[src/rtl/tfz_pkg.sv]
package tfz_pkg;
  localparam int NSRC   = 4;
  localparam int REG_W  = 16;
  localparam int ADDR_W = 3;

  // hold-state bit positions
  localparam int B_WDOG   = 3;
  localparam int B_RADIO  = 2;
  localparam int B_SWTMR  = 1;
  localparam int B_WAKEUP = 0;

  // register byte offsets
  localparam logic [ADDR_W-1:0] OFF_SET  = 3'h0;
  localparam logic [ADDR_W-1:0] OFF_CLR  = 3'h2;
  localparam logic [ADDR_W-1:0] OFF_DBG  = 3'h4;
  localparam logic [ADDR_W-1:0] OFF_STAT = 3'h6;
endpackage

[src/rtl/tfz_state.sv]
module tfz_state
  import tfz_pkg::*;
#(
  parameter int N  = NSRC,
  parameter int W  = REG_W,
  parameter int AW = ADDR_W,
  parameter int WDOG_BIT = B_WDOG
) (
  input  logic          clk,
  input  logic          rst_n,
  input  logic          wr_en,
  input  logic [AW-1:0] addr,
  input  logic [W-1:0]  wdata,
  input  logic          wdog_nmi_mode,
  output logic [N-1:0]  state_q,
  output logic [N-1:0]  state_d,
  output logic          dbg_en_q,
  output logic          dbg_en_d,
  output logic          status_q
);
  logic         hit_set, hit_clr, hit_dbg, hit_stat;
  logic [N-1:0] set_mask, clr_mask, lock_mask;
  logic         status_d;
  logic         unused_wdata_hi;

  assign hit_set  = wr_en && (addr == OFF_SET);
  assign hit_clr  = wr_en && (addr == OFF_CLR);
  assign hit_dbg  = wr_en && (addr == OFF_DBG);
  assign hit_stat = wr_en && (addr == OFF_STAT);

  // interlock: watchdog may not be held by software in interrupt mode
  generate
    for (genvar i = 0; i < N; i++) begin : g_lock
      if (i == WDOG_BIT) begin : g_wd
        assign lock_mask[i] = ~wdog_nmi_mode;
      end else begin : g_other
        assign lock_mask[i] = 1'b1;
      end
    end
  endgenerate

  assign set_mask = hit_set ? (wdata[N-1:0] & lock_mask) : '0;
  assign clr_mask = hit_clr ? wdata[N-1:0] : '0;
  assign unused_wdata_hi = ^wdata[W-1:N];

  always_comb begin
    // clear wins over set on the same bit
    state_d  = (state_q | set_mask) & ~clr_mask;
    dbg_en_d = hit_dbg  ? wdata[0] : dbg_en_q;
    status_d = hit_stat ? wdata[0] : status_q;
  end

  always_ff @(posedge clk) begin
    if (!rst_n) begin
      state_q  <= '0;
      dbg_en_q <= 1'b1;
      status_q <= 1'b0;
    end else begin
      state_q  <= state_d;
      dbg_en_q <= dbg_en_d;
      status_q <= status_d;
    end
  end


  wdog_lock_chk: assert property (@(posedge clk) disable iff (!rst_n)
    (hit_set && wdog_nmi_mode && !state_q[WDOG_BIT]) |=> !state_q[WDOG_BIT]);


  clr_release_chk: assert property (@(posedge clk) disable iff (!rst_n)
    hit_clr |=> ((state_q & $past(wdata[N-1:0])) == '0));


  set_hold_chk: assert property (@(posedge clk) disable iff (!rst_n)
    (hit_set && !wdog_nmi_mode) |=> ((state_q & $past(wdata[N-1:0])) == $past(wdata[N-1:0])));
endmodule

[src/rtl/tfz_hold_out.sv]
module tfz_hold_out
  import tfz_pkg::*;
#(
  parameter int N = NSRC,
  parameter int WDOG_BIT = B_WDOG
) (
  input  logic         clk,
  input  logic         rst_n,
  input  logic [N-1:0] state_d,
  input  logic         dbg_en_d,
  input  logic         dbg_halted,
  output logic [N-1:0] frz_q
);
  logic [N-1:0] frz_d;

  generate
    for (genvar i = 0; i < N; i++) begin : g_pol
      if (i == WDOG_BIT) begin : g_wd
        assign frz_d[i] = dbg_halted | state_d[i];
      end else begin : g_other
        assign frz_d[i] = (dbg_halted & dbg_en_d) | state_d[i];
      end
    end
  endgenerate

  always_ff @(posedge clk) begin
    if (!rst_n) frz_q <= '0;
    else        frz_q <= frz_d;
  end


  dbg_all_chk: assert property (@(posedge clk) disable iff (!rst_n)
    (dbg_halted && dbg_en_d) |=> (&frz_q));


  dbg_wdog_chk: assert property (@(posedge clk) disable iff (!rst_n)
    dbg_halted |=> frz_q[WDOG_BIT]);
endmodule

[src/rtl/tfz_rdmux.sv]
module tfz_rdmux
  import tfz_pkg::*;
#(
  parameter int N  = NSRC,
  parameter int W  = REG_W,
  parameter int AW = ADDR_W
) (
  input  logic [AW-1:0] addr,
  input  logic [N-1:0]  state_q,
  input  logic          dbg_en_q,
  input  logic          status_q,
  output logic [W-1:0]  rdata
);
  always_comb begin
    rdata = '0;
    unique case (addr)
      OFF_SET, OFF_CLR: rdata[N-1:0] = state_q;
      OFF_DBG:          rdata[0]     = dbg_en_q;
      OFF_STAT:         rdata[0]     = status_q;
      default:          rdata        = '0;
    endcase
  end
endmodule

[src/rtl/tmr_hold_ctl.sv]
module tmr_hold_ctl
  import tfz_pkg::*;
#(
  parameter int N  = NSRC,
  parameter int W  = REG_W,
  parameter int AW = ADDR_W
) (
  input  logic          clk,
  input  logic          rst_n,
  input  logic          wr_en,
  input  logic [AW-1:0] addr,
  input  logic [W-1:0]  wdata,
  output logic [W-1:0]  rdata,
  input  logic          dbg_halted,
  input  logic          wdog_nmi_mode,
  output logic          frz_wdog,
  output logic          frz_radio,
  output logic          frz_swtmr,
  output logic          frz_wakeup
);
  logic [N-1:0] state_q, state_d, frz_q;
  logic         dbg_en_q, dbg_en_d, status_q;

  tfz_state #(.N(N), .W(W), .AW(AW), .WDOG_BIT(B_WDOG)) u_state (
    .clk(clk), .rst_n(rst_n), .wr_en(wr_en), .addr(addr), .wdata(wdata),
    .wdog_nmi_mode(wdog_nmi_mode), .state_q(state_q), .state_d(state_d),
    .dbg_en_q(dbg_en_q), .dbg_en_d(dbg_en_d), .status_q(status_q)
  );

  tfz_hold_out #(.N(N), .WDOG_BIT(B_WDOG)) u_out (
    .clk(clk), .rst_n(rst_n), .state_d(state_d), .dbg_en_d(dbg_en_d),
    .dbg_halted(dbg_halted), .frz_q(frz_q)
  );

  tfz_rdmux #(.N(N), .W(W), .AW(AW)) u_rd (
    .addr(addr), .state_q(state_q), .dbg_en_q(dbg_en_q),
    .status_q(status_q), .rdata(rdata)
  );

  assign frz_wdog   = frz_q[B_WDOG];
  assign frz_radio  = frz_q[B_RADIO];
  assign frz_swtmr  = frz_q[B_SWTMR];
  assign frz_wakeup = frz_q[B_WAKEUP];


  run_follow_chk: assert property (@(posedge clk) disable iff (!rst_n)
    !dbg_halted |=> (frz_q == state_q));


  reset_out_chk: assert property (@(posedge clk)
    !rst_n |=> (frz_q == '0 && state_q == '0 && dbg_en_q));
endmodule

[config.mk]
export PLATFORM = sky130hd
export DESIGN_NAME = tmr_hold_ctl
export DESIGN_NICKNAME = d
export VERILOG_FILES = /design/src/rtl/tfz_pkg.sv /design/src/rtl/tfz_state.sv /design/src/rtl/tfz_hold_out.sv /design/src/rtl/tfz_rdmux.sv /design/src/rtl/tmr_hold_ctl.sv
export SDC_FILE = /design/constraint.sdc
export NUM_CORES = 1
export LEC_CHECK = 0
export BUFFER_PORTS_ARGS = -buffer_cell sky130_fd_sc_hd__clkbuf_2
export CAP_MARGIN = 20
export CORE_MARGIN = 1.5
export CORE_UTILIZATION = 41
export CTS_CLUSTER_SIZE = 8
export DETAILED_ROUTE_END_ITERATION = 7
export GPL_TIMING_DRIVEN = 0
export PLACE_DENSITY = 0.81
export SLEW_MARGIN = 40
export SYNTH_ARGS = -nofsm -noshare
export SYNTH_HDL_FRONTEND = slang
export SYNTH_SLANG_ARGS = --single-unit
[constraint.sdc]
create_clock -name clk -period 1.6 [get_ports clk]
set_input_delay 0.08 -clock clk [delete_from_list [all_inputs] [get_ports clk]]
set_output_delay 0.08 -clock clk [all_outputs]
set_load 0.02 [all_outputs]
==> results of run 1 <==
[final cells by class]
cell class | count | area [sq um] | share of cell area [%]
Tap cell | 15 | 18.8 | 2.40
Inverter | 3 | 11.3 | 1.44
Buffer | 15 | 113 | 14.4
Sequential cell | 10 | 200 | 25.6
Clock buffer | 4 | 36.3 | 4.64
Multi-Input combinational cell | 44 | 318 | 40.6
Timing Repair Buffer | 17 | 85.1 | 10.9
[state kept, by name, indices dropped and copies added (netlist names)]
name / cells
u_state.status_q: 1
u_state.dbg_en_q: 1
u_out.frz_q: 4
u_state.state_q: 4
[cells in the mapped netlist (all sizes together)]
cell type	count
buf	15
dfxtp	10
mux2i	6
and4bb	4
and2	3
inv	3
nand2	3
o21a	3
nor2	2
nor3	2
o31a	2
a211oi	1
conb	1
mux2	1
nand4b	1
nand4bb	1
nor2b	1
nor3b	1
o221a	1
[placed cells by master, fill, tap and decap left out, types with 2 or more instances in the layout]
cell	n
nand2_1	3
dfxtp_1	10
and4bb_2	2
nor2_1	2
o31a_1	2
and2_1	3
mux2i_1	5
conb_1	12
inv_1	3
clkbuf_2	17
clkbuf_4	3
buf_4	13
nor3_1	2
o21a_1	3
[cells by family after synthesis]
group	count (synthesis)	share of synthesized area, %
compound gates	7	9.79
buf+inv	18	20.6
flops	10	33.3
mux	7	13.1
other cells	1	0.624
simple gates	18	22.5
[final timing paths]
path	startpoint	end	slack [ns]	cells after the start
setup / recovery	u_state.dbg_en_q	rdata[0]	0.40	3
hold / removal	dbg_halted	u_out.frz_q[3]	0.09	2
hold reg to reg	u_state.dbg_en_q	u_state.dbg_en_q	0.51	2
setup reg to reg	u_state.state_q[0]	u_out.frz_q[0]	0.73	2
[power by group through the flow]
stage	Combinational [uW]	Sequential, uW	Clock, uW
finish	134	263	227
global route	146	263	244
CTS	134	263	238
detailed placement	133	268	0
global placement	131	268	0
floorplan	92.1	277	0
[layer usage]
| metal | wire [microns] | global-route usage [%] | vias to the layer above |
|---|---|---|---|
| li1 | - | - | 250 |
| met1 | 508 | 17.9 | 202 |
| met2 | 502 | 21.5 | 24 |
| met3 | 84 | 2.72 | 3 |
| met4 | 23 | 9.68 | 0 |
| met5 | 0 | 0 | - |
[stage by stage]
step                util [%]  std cells  total power [uW]  hold WS, ns  setup slack, ns
CTS                     58.6        108               634       0.0770            0.368
detailed placement      55.9        104               401        0.359            0.512
floorplan                  -         72               369        0.208            0.554
global route            58.6        108               653        0.109            0.328
global placement        55.9        104               399        0.348            0.517
finish                  58.6        108               624       0.0903            0.399
==> qor.csv, run 1 <==
stage,metric,value,unit
finish,Area Overhead vs Synth,30.2,%
worst_setup_path,Worst Path Buf+Inv,1,
placement,GPL Wtd Cong,0.745,
global_route,vias in the first global route,390,
clock_tree,H-Tree Depth,1,
die,core footprint,0.00133,sq mm
timing,Fin Clk Skew,0.00212,ns
worst_setup_path,CP max FO,3,
run_status,status,"finished, final reports clean",
worst_setup_path,kind of critical path,flip-flop to output pin,
route,drt initial violations,4,
clock_tree,Root Buffer,clkbuf_4,
clock_tree,CTS tree,done,
worst_setup_path,CP Data Arrival Time,1.12,ns
min_path,HP Class,primary input to flip-flop,
global_route,GRT Residual Overflow,0,
synthesis,Synth area leader,dfxtp_1,
global_route,first-pass GRT wire length,1540,microns
die,Die W,41.3,microns
power,leakage power,0.000395,uW
finish,Total Nets Final,118,
global_route,initial antenna violation count,0,
clock_tree,CTS Sinks,10,
finish,layout cells sized above 1,44.1,%
route,via count,479,
worst_setup_path,Critical Path Max Stage Delay,0.35,ns
synthesis,share of the synthesized area in the top cell type,33.3,%
worst_setup_path,CP endpoint kind,output pin,
timing,final setup vio count,0,
timing,setup tns final,0,ns
power,clock group share of total power,36.4,%
synthesis,Netlist cell types,24,
finish,number of diodes,0,
die,Die Ht,41.3,microns
timing,Final Slew Violations,0,
synthesis,Syn Area/Cell,9.85,sq um
clock_tree,number of buffers created by CTS,3,
power,sequential share of power,42.1,%
worst_setup_path,crit-path cells,mux2i_1 > a211oi_1 > clkbuf_2,
route,DR pass1 iterations,3,
finish,final design area excluding fillers,782,sq um
power,Power Density,798,mW/mm^2
die,FP Rows,13,
clock_tree,# Post-CTS Setup Buffers,0,
die,Initial Util,45.0,%
synthesis,cell area after synthesis,601,sq um
route,ANT nets after route,0,
clock_tree,# resized after CTS,0,
die,total die area,0.00170,sq mm
power,P_int,457,uW
global_route,Total GRT Usage,14.2,%
power,Gate power share,21.5,%
timing,unrepaired setup endpoints after global routing,no,
power,net switching fraction of the power,26.7,%
route,via-per-instance ratio,4.44,
global_route,largest net degree at the start of global routing,11,
clock_tree,Longest Clk Path Bufs,2,
timing,final hold viol count,0,
route,DRC Markers,0,
power,peak supply drop,0.000420,V
clock_tree,clk slew on worst S/H paths,0.06,ns
worst_setup_path,startpoint types,flip-flop,
placement,dpl hpwl,881,microns
synthesis,"top cells by area, synth","dfxtp_1 33%, buf_4 16%, mux2i_1 8.3%",
worst_setup_path,required time worst endpoint,1.52,ns
synthesis,Post-Syn Instances,61,
job,max-cap viol count,0,
clock_tree,hold_buf cts,0,
synthesis,Yosys Warn Count,0,
synthesis,"Seq/Total Area, Yosys",33.3,%
timing,period utilization,75.1,%
power,sw power,166,uW
worst_setup_path,CP top delay family,flip-flops,
placement,dpl cell area,746,sq um
worst_setup_path,CP max stage cell,dfxtp_1,
finish,Fill cells,138,
route,Routed WL per cell,10.4,microns
die,Ports,44,
timing,crit path time final,1.20,ns
synthesis,"FF+latch count, synth",10,
clock_tree,Clock Latency Late Sink,0.27,ns
placement,IO Port Bufs,17,
route,Total Routed Length,1120,microns
timing,f_max,832,MHz
(Power assumes the default switching activity.)
==> run 2: changes to the inputs <==
- ABC_AREA: default -> 1
- CORE_UTILIZATION: 41 -> 38
- PLACE_DENSITY: 0.81 -> 0.76
- clock period: 1.6 -> 1.2 ns (I/O delays scaled with it)
==> run 2 against run 1 <==
Compared with the run above: clock power down 5%; routed wire length down 3.2%; non-clock buffer count down 1; design area down 1.9%; critical path depth unchanged; register-to-register slack worse by 0.24 ns; flip-flop and latch count unchanged; sequential share of layout area up 0.50 points; core utilization down 7.1 points; die area up 6.1%; combinational power up 32%; highest routed layer unchanged.
==> qor.csv, run 2 <==
stage,metric,value,unit,change
global_route,GR Util met2,25.2,%,was 21.5%
synthesis,"EDFF count, synth",0,,unchanged
die,Ports,44,,unchanged
worst_setup_path,required time worst endpoint,1.14,ns,was 1.52 ns
worst_setup_path,Critical Path Max Stage Delay,0.33,ns,was 0.35 ns
finish,post-route insts no fill,130,,was 108
power,peak supply drop,0.000362,V,was 0.000420 V
worst_setup_path,Worst path depth,3,,unchanged
synthesis,ys async rst share,0,%,unchanged
worst_setup_path,CP Data Arrival Time,1.00,ns,was 1.12 ns
die,FP Rows,14,,was 13
finish,layout cells sized above 1,36.0,%,was 44.1%
power,leakage power,0.000469,uW,was 0.000395 uW
route,via-per-instance ratio,4.22,,was 4.44
clock_tree,number of buffers created by CTS,3,,unchanged
global_route,first-pass GRT wire length,1890,microns,was 1540 microns
min_path,HP Class,primary input to flip-flop,,unchanged
synthesis,share of the synthesized area in the top cell type,33.8,%,was 33.3%
synthesis,Yosys Warn Count,0,,unchanged
global_route,largest net degree at the start of global routing,9,,was 11
worst_setup_path,CP max FO,2,,was 3
synthesis,Syn Area/Cell,7.23,sq um,was 9.85 sq um
die,Die Ht,42.5,microns,was 41.3 microns
global_route,initial antenna violation count,0,,unchanged
timing,Fin Clk Skew,0.000135,ns,was 0.00212 ns
global_route,busiest grt layer,met2,,unchanged
finish,number of diodes,0,,unchanged
job,max-cap viol count,0,,unchanged
timing,period utilization,88.2,%,
worst_setup_path,kind of critical path,flip-flop to output pin,,unchanged
clock_tree,CTS Sinks,10,,unchanged
synthesis,"Seq/Total Area, Yosys",33.8,%,was 33.3%
route,via count,549,,was 479
synthesis,Post-Syn Instances,82,,was 61
timing,final setup vio count,0,,unchanged
synthesis,"top cells by count, synth","15 x nand2_1, 14 x inv_1, 14 x nand3_1, 12 x buf_4, 10 x dfxtp_1",,"was 13 x buf_4, 10 x dfxtp_1, 5 x mux2i_1"
global_route,vias in the first global route,476,,was 390
synthesis,Synth Flop Type,dfxtp_1,,unchanged
route,DR pass1 iterations,4,,was 3
placement,dpl cell area,744,sq um,was 746 sq um
route,Routed WL per cell,8.33,microns,was 10.4 microns
die,Initial Util,39.8,%,was 45.0%
synthesis,most common cell in the netlist,nand2_1,,was buf_4
global_route,met1 usage,14.7,%,was 17.9%
synthesis,cell area after synthesis,593,sq um,was 601 sq um
clock_tree,Root Buffer,clkbuf_4,,unchanged
finish,Area Overhead vs Synth,29.3,%,was 30.2%
synthesis,"top cells by area, synth","dfxtp_1 34%, buf_4 15%, nand3_1 12%",,"was dfxtp_1 33%, buf_4 16%, mux2i_1 8.3%"
clock_tree,# resized after CTS,0,,unchanged
global_route,GRT Residual Overflow,0,,unchanged
worst_setup_path,Worst R2R Path Depth,4,,was 2
placement,IO Port Bufs,18,,was 17
timing,crit path time final,1.06,ns,
worst_setup_path,CP endpoint kind,output pin,,unchanged
die,total die area,0.00181,sq mm,was 0.00170 sq mm
clock_tree,H-Tree Depth,1,,unchanged
placement,GPL Wtd Cong,0.756,,was 0.745
clock_tree,Clock Latency Late Sink,0.25,ns,was 0.27 ns
timing,f_max,945,MHz,
die,Die W,42.5,microns,was 41.3 microns
timing,final hold viol count,0,,unchanged
worst_setup_path,startpoint types,flip-flop,,unchanged
route,DRC Markers,0,,unchanged
run_status,status,"finished, final reports clean",,unchanged
global_route,M3 GR Usage,3.88,%,was 2.72%
finish,Final Util,51.5,%,was 58.6%
worst_setup_path,CP max stage cell,dfxtp_1,,unchanged
finish,"commonest cells after routing, fill and taps aside","18 x clkbuf_2, 15 x nand2_1, 14 x inv_1, 14 x nand3_1",,"was 17 x clkbuf_2, 13 x buf_4, 12 x conb_1, 10 x dfxtp_1, 5 x mux2i_1"
finish,Top Registers,"u_out.frz_q (4), u_state.state_q (4)",,unchanged
route,Total Routed Length,1080,microns,was 1120 microns
min_path,hold depth,3,,was 2
clock_tree,Longest Clk Path Bufs,2,,unchanged
timing,Final Slew Violations,0,,unchanged
finish,Total Nets Final,140,,was 118
clock_tree,clk slew on worst S/H paths,0.06,ns,about the same
clock_tree,# Post-CTS Setup Buffers,0,,unchanged
synthesis,Synth area leader,dfxtp_1,,unchanged
clock_tree,hold_buf cts,0,,unchanged
route,drt initial violations,14,,was 4
finish,"most common cell after layout, fill and taps aside",clkbuf_2,,unchanged
worst_setup_path,Worst Path Buf+Inv,1,,unchanged
timing,unrepaired setup endpoints after global routing,no,,unchanged
finish,Fill cells,149,,was 138
synthesis,Netlist cell types,17,,was 24
clock_tree,CTS tree,done,,unchanged
placement,dpl hpwl,889,microns,was 881 microns
placement,Placed Instances,127,,was 104
global_route,Total GRT Usage,14.1,%,was 14.2%
die,core footprint,0.00149,sq mm,was 0.00133 sq mm
worst_setup_path,crit-path cells,nand3_1 > o211ai_1 > clkbuf_2,,was mux2i_1 > a211oi_1 > clkbuf_2
power,Power Density,968,mW/mm^2,was 798 mW/mm^2
route,ANT nets after route,0,,unchanged
synthesis,"FF+latch count, synth",10,,unchanged
finish,final design area excluding fillers,767,sq um,was 782 sq um
worst_setup_path,CP top delay family,flip-flops,,unchanged
timing,setup tns final,0,ns,unchanged
run 2: cell count changes in the layout (fill, tap and decap cells not counted), sizes merged, moves of 3 or more:
cell,delta
nand2,+13
and4bb,-4
o21a,-3
nor2,+5
and2,-3
inv,+12
mux2i,-6
nand3,+14
run 2: area by class of cell:
cell class	instances	area [sq um]	area share [%]
Inverter	15	56.3	7.34
Buffer	13	95.1	12.4
Tap cell	16	20.0	2.61
Timing Repair Buffer	18	90.1	11.7
Sequential cell	10	200	26.1
Clock buffer	3	22.5	2.94
Multi-Input combinational cell	55	283	36.9
run 2: stage by stage:
step	hold WS (ns)	worst slack (ns)	total power, uW
6_report	0.0196	0.141	743
5_1_grt	0.00180	0.0560	796
4_1_cts	0.0149	0.137	748
3_5_place_dp	0.279	0.314	533
3_3_place_gp	0.281	0.331	530
2_1_floorplan	0.129	0.374	485
run 2: kinds of logic after synthesis:
logic type | count (synthesis) | synth area share (%)
buffers and inverters | 28 | 25.5
flip-flops | 10 | 33.8
AO/OA/AOI/OAI | 3 | 4.01
other | 1 | 0.632
AND/OR/NAND/NOR | 40 | 36.1
run 2: report_power, final:
group	total [uW]	internal [uW]	switching [uW]	leakage [uW]
sequential	349	346	3.19	0.0000819
combinational	177	66.3	111	0.000373
clock	216	115	101	0.0000138
run 2: path summary, 6_finish.rpt:
check                                       from                to  slack [ns]
worst min-delay path                  dbg_halted    u_out.frz_q[3]        0.02
worst max-delay path            u_state.status_q          rdata[0]        0.14
worst max register to register  u_state.dbg_en_q    u_out.frz_q[0]        0.49
worst min register to register  u_state.status_q  u_state.status_q        0.48
run 2: worst register-to-register path: cells and delay by family, from the launching register on:
kind | cells | cell delay, ns
flip-flops | 1 | 0.31
buffers and inverters | 1 | 0.05
AND/OR/NAND/NOR | 3 | 0.25
run 2: metal layers:
metal / part of all wire (%) / wire [microns]
met5: 0 / 0
met4: 0.74 / 8
met3: 5.3 / 57
met2: 53 / 571
met1: 41 / 445
